--- config.mk ---
export PLATFORM = sky130hd
export DESIGN_NAME = spi_sel_slave
export DESIGN_NICKNAME = d
export VERILOG_FILES = /design/src/rtl/spi_sel_pkg.sv /design/src/rtl/spi_sync.sv /design/src/rtl/spi_edge_det.sv /design/src/rtl/spi_shifter.sv /design/src/rtl/spi_sel_slave.sv
export SDC_FILE = /design/constraint.sdc
export NUM_CORES = 1
export LEC_CHECK = 0
export BUFFER_PORTS_ARGS = -buffer_cell sky130_fd_sc_hd__buf_2
export CORE_MARGIN = 2
export CORE_UTILIZATION = 63
export CTS_BUF_LIST = sky130_fd_sc_hd__clkbuf_4 sky130_fd_sc_hd__clkbuf_8
export CTS_CLUSTER_DIAMETER = 30
export DETAILED_ROUTE_END_ITERATION = 10
export PLACE_DENSITY = 0.94
export SYNTH_ARGS = -nofsm -noshare
export SYNTH_HDL_FRONTEND = slang
export SYNTH_SLANG_ARGS = --single-unit
--- constraint.sdc ---
create_clock -name clk_i -period 4.8 [get_ports clk_i]
set_clock_uncertainty 0.2 [all_clocks]
set_input_delay 0.72 -clock clk_i [delete_from_list [all_inputs] [get_ports clk_i]]
set_output_delay 0.72 -clock clk_i [all_outputs]
set_load 0.05 [all_outputs]
--- src/rtl/spi_sel_pkg.sv ---
package spi_sel_pkg;
  localparam int unsigned SYNC_STAGES = 2;
  // bit positions inside the synchronized pin vector
  localparam int unsigned PIN_SCK  = 0;
  localparam int unsigned PIN_SS   = 1;
  localparam int unsigned PIN_MOSI = 2;
  localparam int unsigned PIN_SIO  = 3;
  localparam int unsigned PIN_CNT  = 4;
endpackage

--- src/rtl/spi_sync.sv ---
module spi_sync #(
  parameter int unsigned W      = 1,
  parameter int unsigned STAGES = 2,
  parameter logic [W-1:0] RST_VAL = '0
) (
  input  logic         clk_i,
  input  logic         rst_ni,
  input  logic [W-1:0] d_i,
  output logic [W-1:0] q_o
);
  logic [STAGES-1:0][W-1:0] stg_q;

  always_ff @(posedge clk_i or negedge rst_ni) begin
    if (!rst_ni) stg_q <= {STAGES{RST_VAL}};
    else         stg_q <= {stg_q[STAGES-2:0], d_i};
  end

  assign q_o = stg_q[STAGES-1];

  initial begin
    a_sync_depth: assert (STAGES >= 2) else $error("sync needs two stages");
  end
endmodule

--- src/rtl/spi_edge_det.sv ---
module spi_edge_det (
  input  logic clk_i,
  input  logic rst_ni,
  input  logic sck_s_i,
  input  logic cpol_i,
  output logic lead_o,
  output logic trail_o
);
  logic sck_q;
  logic moved;

  always_ff @(posedge clk_i or negedge rst_ni) begin
    if (!rst_ni) sck_q <= 1'b0;
    else         sck_q <= sck_s_i;
  end

  assign moved   = sck_s_i ^ sck_q;
  // leading edge leaves the idle level, trailing edge returns to it
  assign lead_o  = moved & (sck_s_i ^ cpol_i);
  assign trail_o = moved & ~(sck_s_i ^ cpol_i);
endmodule

--- src/rtl/spi_shifter.sv ---
module spi_shifter #(
  parameter int unsigned MAX_W = 16,
  parameter int unsigned MIN_W = 8
) (
  input  logic             clk_i,
  input  logic             rst_ni,
  input  logic             sel_i,
  input  logic             cpha_i,
  input  logic             lsb_first_i,
  input  logic             wide_i,
  input  logic             lead_i,
  input  logic             trail_i,
  input  logic             din_i,
  input  logic [MAX_W-1:0] tx_data_i,
  output logic             dout_o,
  output logic [MAX_W-1:0] rx_data_o,
  output logic             done_o
);
  localparam int unsigned CW  = $clog2(MAX_W + 1);
  localparam int unsigned PAD = MAX_W - MIN_W;

  logic [MAX_W-1:0] tx_sh_q, rx_sh_q, rx_nxt, tx_adv, word;
  logic [CW-1:0]    cnt_q, width_w;
  logic             skip_q, sample_edge, shift_edge, last;

  assign width_w     = wide_i ? CW'(MAX_W) : CW'(MIN_W);
  assign sample_edge = cpha_i ? trail_i : lead_i;
  assign shift_edge  = cpha_i ? lead_i  : trail_i;
  assign last        = sample_edge && (cnt_q == width_w - CW'(1));

  assign rx_nxt = lsb_first_i ? {din_i, rx_sh_q[MAX_W-1:1]}
                              : {rx_sh_q[MAX_W-2:0], din_i};
  assign tx_adv = lsb_first_i ? (tx_sh_q >> 1) : (tx_sh_q << 1);

  always_comb begin
    if (wide_i)           word = rx_nxt;
    else if (lsb_first_i) word = {{PAD{1'b0}}, rx_nxt[MAX_W-1 -: MIN_W]};
    else                  word = {{PAD{1'b0}}, rx_nxt[MIN_W-1:0]};
  end

  assign dout_o = lsb_first_i ? tx_sh_q[0]
                : (wide_i ? tx_sh_q[MAX_W-1] : tx_sh_q[MIN_W-1]);

  always_ff @(posedge clk_i or negedge rst_ni) begin
    if (!rst_ni) begin
      tx_sh_q   <= '0;
      rx_sh_q   <= '0;
      rx_data_o <= '0;
      cnt_q     <= '0;
      skip_q    <= 1'b0;
      done_o    <= 1'b0;
    end else if (!sel_i) begin
      // idle: hold the next word ready so the first bit is out on select
      tx_sh_q <= tx_data_i;
      cnt_q   <= '0;
      skip_q  <= cpha_i;
      done_o  <= 1'b0;
    end else begin
      done_o <= 1'b0;
      if (sample_edge) begin
        rx_sh_q <= rx_nxt;
        if (last) begin
          cnt_q     <= '0;
          rx_data_o <= word;
          done_o    <= 1'b1;
          tx_sh_q   <= tx_data_i;
          skip_q    <= 1'b1;
        end else begin
          cnt_q <= cnt_q + CW'(1);
        end
      end
      if (shift_edge) begin
        if (skip_q) skip_q  <= 1'b0;
        else        tx_sh_q <= tx_adv;
      end
    end
  end

  a_r8_done_pulse: assert property (@(posedge clk_i) disable iff (!rst_ni)
    done_o |=> !done_o);
  a_r4_no_done_idle: assert property (@(posedge clk_i) disable iff (!rst_ni)
    !sel_i |=> !done_o);
  a_r8_rx_hold: assert property (@(posedge clk_i) disable iff (!rst_ni)
    !$stable(rx_data_o) |-> done_o);
  a_r7_cnt_range: assert property (@(posedge clk_i) disable iff (!rst_ni)
    cnt_q < CW'(MAX_W));
  a_r3_idle_clear: assert property (@(posedge clk_i) disable iff (!rst_ni)
    !sel_i |=> cnt_q == '0);
endmodule

--- src/rtl/spi_sel_slave.sv ---
module spi_sel_slave
  import spi_sel_pkg::*;
#(
  parameter int unsigned MAX_W = 16,
  parameter int unsigned MIN_W = 8
) (
  input  logic             clk_i,
  input  logic             rst_ni,
  input  logic             cpol_i,
  input  logic             cpha_i,
  input  logic             lsb_first_i,
  input  logic             wide_i,
  input  logic             bidir_i,
  input  logic             bidir_oe_i,
  input  logic             sck_i,
  input  logic             ss_ni,
  input  logic             mosi_i,
  output logic             miso_o,
  output logic             miso_oe_o,
  input  logic             sio_i,
  output logic             sio_o,
  output logic             sio_oe_o,
  input  logic [MAX_W-1:0] tx_data_i,
  output logic [MAX_W-1:0] rx_data_o,
  output logic             done_o
);
  localparam logic [PIN_CNT-1:0] PIN_RST = PIN_CNT'(1) << PIN_SS;

  logic [PIN_CNT-1:0] pins_raw, pins_s;
  logic sel, din, dout, lead, trail;

  always_comb begin
    pins_raw           = '0;
    pins_raw[PIN_SCK]  = sck_i;
    pins_raw[PIN_SS]   = ss_ni;
    pins_raw[PIN_MOSI] = mosi_i;
    pins_raw[PIN_SIO]  = sio_i;
  end

  spi_sync #(.W(PIN_CNT), .STAGES(SYNC_STAGES), .RST_VAL(PIN_RST)) u_sync (
    .clk_i (clk_i),
    .rst_ni(rst_ni),
    .d_i   (pins_raw),
    .q_o   (pins_s)
  );

  spi_edge_det u_edge (
    .clk_i  (clk_i),
    .rst_ni (rst_ni),
    .sck_s_i(pins_s[PIN_SCK]),
    .cpol_i (cpol_i),
    .lead_o (lead),
    .trail_o(trail)
  );

  assign sel = ~pins_s[PIN_SS];
  assign din = bidir_i ? pins_s[PIN_SIO] : pins_s[PIN_MOSI];

  spi_shifter #(.MAX_W(MAX_W), .MIN_W(MIN_W)) u_shift (
    .clk_i      (clk_i),
    .rst_ni     (rst_ni),
    .sel_i      (sel),
    .cpha_i     (cpha_i),
    .lsb_first_i(lsb_first_i),
    .wide_i     (wide_i),
    .lead_i     (lead),
    .trail_i    (trail),
    .din_i      (din),
    .tx_data_i  (tx_data_i),
    .dout_o     (dout),
    .rx_data_o  (rx_data_o),
    .done_o     (done_o)
  );

  assign miso_o    = dout;
  assign sio_o     = dout;
  assign miso_oe_o = sel & ~bidir_i;
  assign sio_oe_o  = sel & bidir_i & bidir_oe_i;

  a_r1_release_idle: assert property (@(posedge clk_i) disable iff (!rst_ni)
    pins_s[PIN_SS] |-> (!miso_oe_o && !sio_oe_o));
  a_r10_one_driver: assert property (@(posedge clk_i) disable iff (!rst_ni)
    $countones({miso_oe_o, sio_oe_o}) <= 1);
endmodule

==> out/metrics.csv <==
stage,metric,value,unit
outcome,outcome,"complete, no violations",
floorplan,core,0.004755,sq mm
routing,first_pass_iters,5,
routing,finalWirelength,6773,um
floorplan,design.portCount,49,
synthesis,synth_top_area_cell,dfrtp_1,
synthesis,synth.most_common_cell,dfrtp_1,
global_route,gr-usage-met1,35.36,%
global_route,antenna_found_initial,0,
floorplan,dieWidth,74.49,um
floorplan,die_area,0.005549,sq mm
final_layout,antennaDiodeCount,0,
synthesis,synth.ff_latch_count,64,
placed_design,place_area,0.003396,sq mm
timing,setup_ws,2.106,ns
synthesis,ys_types,35,
timing,worst_slew_pin_slew,0.7685,ns
pwr,power_frac_seq,51.3,%
cts,clk_pin_slew,0.07,ns
pwr,fin_total_pwr,1.225,mW
global_route,grt_pass1_wl,11240,um
cts,h-tree-depth,3,
global_route,met2_usage,43.17,%
timing,setup_viol,0,
global_route,grt_max_degree,47,
cts,clockBufferDepth,2,
final_layout,drive_gt1_share,29.70,%
pwr,p_per_area,342.5,mW/mm^2
cts,clock-sinks,64,
routing,ant_nets,0,
placed_design,pre_cts_ws,1.824,ns
synthesis,ys_warn_count,0,
timing,maxSlewHeadroom,48.77,%
pwr,p_leak,1.725,nW
synthesis,synthTopCellsByArea,"dfrtp_1 50%, mux2i_1 12%, o21ai_0 6.1%",
final_layout,fin_cells,397,
routing,wire_per_inst,17.06,um
floorplan,initial_core_util,65.84,%
routing,via_per_inst,6.181,
global_route,gr-total-overflow,0,
placed_design,hpwl,4527,um
placed_design,gp_congestion,0.8199,
final_layout,area_growth,14.27,%
pwr,switchingPower,365.4,uW
final_layout,fillCellCount,325,
final_layout,nNetsFinal,354,
synthesis,ys_seq_area_share,51.24,%
synthesis,synth_top_area_share,49.56,%
pwr,clkPwrFrac,34.1,%
timing,rsz0062_at_grt,false,
routing,drc_errors,0,
cts,clk_latency,0.35,ns
setup_path,r2r_slack,2.38,ns
final_layout,regArea,0.001604,sq mm
setup_path,cp-end-kind,output pin,
setup_path,rr_startpoint,u_sync.q_o[0]$_DFF_PN0_,
pwr,p_int,859.9,uW
timing,fmax,371.2,MHz
final_layout,postLayoutCellArea,0.003577,sq mm
pwr,ir_drop,243.4,uV
final_layout,utilization,75.24,%
setup_path,critPathKind,register to output pin,
cts,root_buffer,clkbuf_8,
setup_path,cp.required,3.88,ns
synthesis,synth_edf_count,0,
final_layout,multi_input_area,0.001430,sq mm
timing,setup_tns,0,ns
global_route,grt_util_all_layers,27.07,%
global_route,busiest_layer,met2,
setup_path,worst_path_largest_cell_delay,0.87,ns
synthesis,syn_inst,281,
global_route,met3_usage,5.827,%
floorplan,row_count,25,
cts,cts_tree,built,
timing,finalMaxSlewViolations,0,
synthesis,postSynth.asyncResetShare,100.0,%
cts,cts_buffers,9,
pwr,p_comb_share,14.5,%
setup_path,timing.rr.end,u_shift.rx_data_o[1]$_DFFE_PN0P_,
setup_path,slowest_stage,dfstp_2,
run,cap_violations,0,
routing,drt_iter0_markers,241,
setup_path,path_cells,"inv_1, and3_1, buf_2",
placed_design,dpl.cell_count,381,
global_route,grt_pass1_vias,2330,
setup_path,cp.arrival,1.77,ns
synthesis,syn_nets,310,
hold_path,min_path_type,input port to asynchronous set/reset pin,
synthesis,avgSynthCellArea,11.14,sq um
setup_path,cp-start-kind,register,
synthesis,syn_area,0.003131,sq mm
timing,hold_violations,0,
cts,cts_setup_buffers,0,
cts,holdBufCountCts,0,
timing,period_needed,2.694,ns
placed_design,placement.io_buffers,48,
cts,cts-resized-gates,0,
floorplan,die_h,74.49,um
pwr,power_switching_share,29.82,%
timing,fin_crit_sh,56.13,%
timing,whs,0.1526,ns
routing,vias,2454,
synthesis,synth_common_cells,"62 x dfrtp_1, 38 x mux2i_1, 38 x o21ai_0",
setup_path,crit_path_max_fanout,30,
synthesis,ys.flop_type,dfrtp_1,
setup_path,reg2regPathDepth,4,
-- power by group through the flow --
stage	combinational [mW]	sequential, mW	clock, mW
final	0.178	0.629	0.418
after floorplan	0.131	0.620	0
after global placement	0.166	0.634	0
after global routing	0.198	0.635	0.440
after CTS	0.178	0.627	0.420
after detailed placement	0.175	0.636	0
-- final cells by class --
type,count,share of cell area (%)
Timing Repair Buffer,51,7.345
Clock inverter,6,1.224
Multi-Input combinational cell,195,39.98
Clock buffer,10,3.847
Inverter,4,0.4197
Sequential cell,64,44.84
Tap cell,67,2.343
-- cells by family after synthesis --
| kind of cell | count (synthesis) | share of synthesized area [%] |
|---|---|---|
| AO/OA/AOI/OAI | 75 | 16.03 |
| flip-flops | 64 | 51.24 |
| AND/OR/NAND/NOR | 59 | 9.073 |
| multiplexers | 57 | 19.10 |
| buffers and inverters | 22 | 3.077 |
| XOR/XNOR | 3 | 1.079 |
| adder cells (fa/ha/maj) | 1 | 0.3996 |
-- critical path, delay by kind of cell (launching register included) --
family        cells  cell delay, ns
simple gates      1            0.19
buf+inv           2            0.36
flops             1            0.87
-- per-layer routing --
metal | wire [um] | share of wire, %
met1 | 2883 | 43
met3 | 387 | 5.7
met5 | 0 | 0
met2 | 3324 | 49
met4 | 179 | 2.6
-- placed cells by master (no fill, tap or decap), types with 4 or more instances in the layout --
cell type	n
o21ai_0	38
buf_2	48
nand2_1	24
mux2_1	9
o221a_2	16
nand3_1	4
dfrtp_1	62
a21oi_1	14
clkbuf_8	10
mux2i_1	38
inv_1	4
mux2_2	9
nor2_1	16
-- worst max path at each step --
stage	start	endpoint	slack (ns)	cells past startpoint
final	u_sync.q_o[1]$_DFF_PN1_	sio_oe_o	2.11	3
after global routing	u_sync.q_o[1]$_DFF_PN1_	sio_oe_o	2.03	3
after CTS	u_sync.q_o[1]$_DFF_PN1_	sio_oe_o	2.12	3
after detailed placement	cpol_i	u_shift.rx_data_o[2]$_DFFE_PN0P_	1.82	5
after global placement	cpol_i	u_shift.rx_data_o[2]$_DFFE_PN0P_	1.92	5
after floorplan	lsb_first_i	sio_o	1.00	5
-- flip-flops by register name, summed over array words and instances, names as in the netlist --
name and cells:
u_shift.done_o 1, u_shift.tx_sh_q 16, u_shift.skip_q 1, u_sync.stg_q 4, u_shift.cnt_q 5, u_shift.rx_data_o 16
u_shift.rx_sh_q 16, u_edge.sck_q 1, u_sync.q_o 4
No activity file was read; power rests on OpenSTA's default activity.
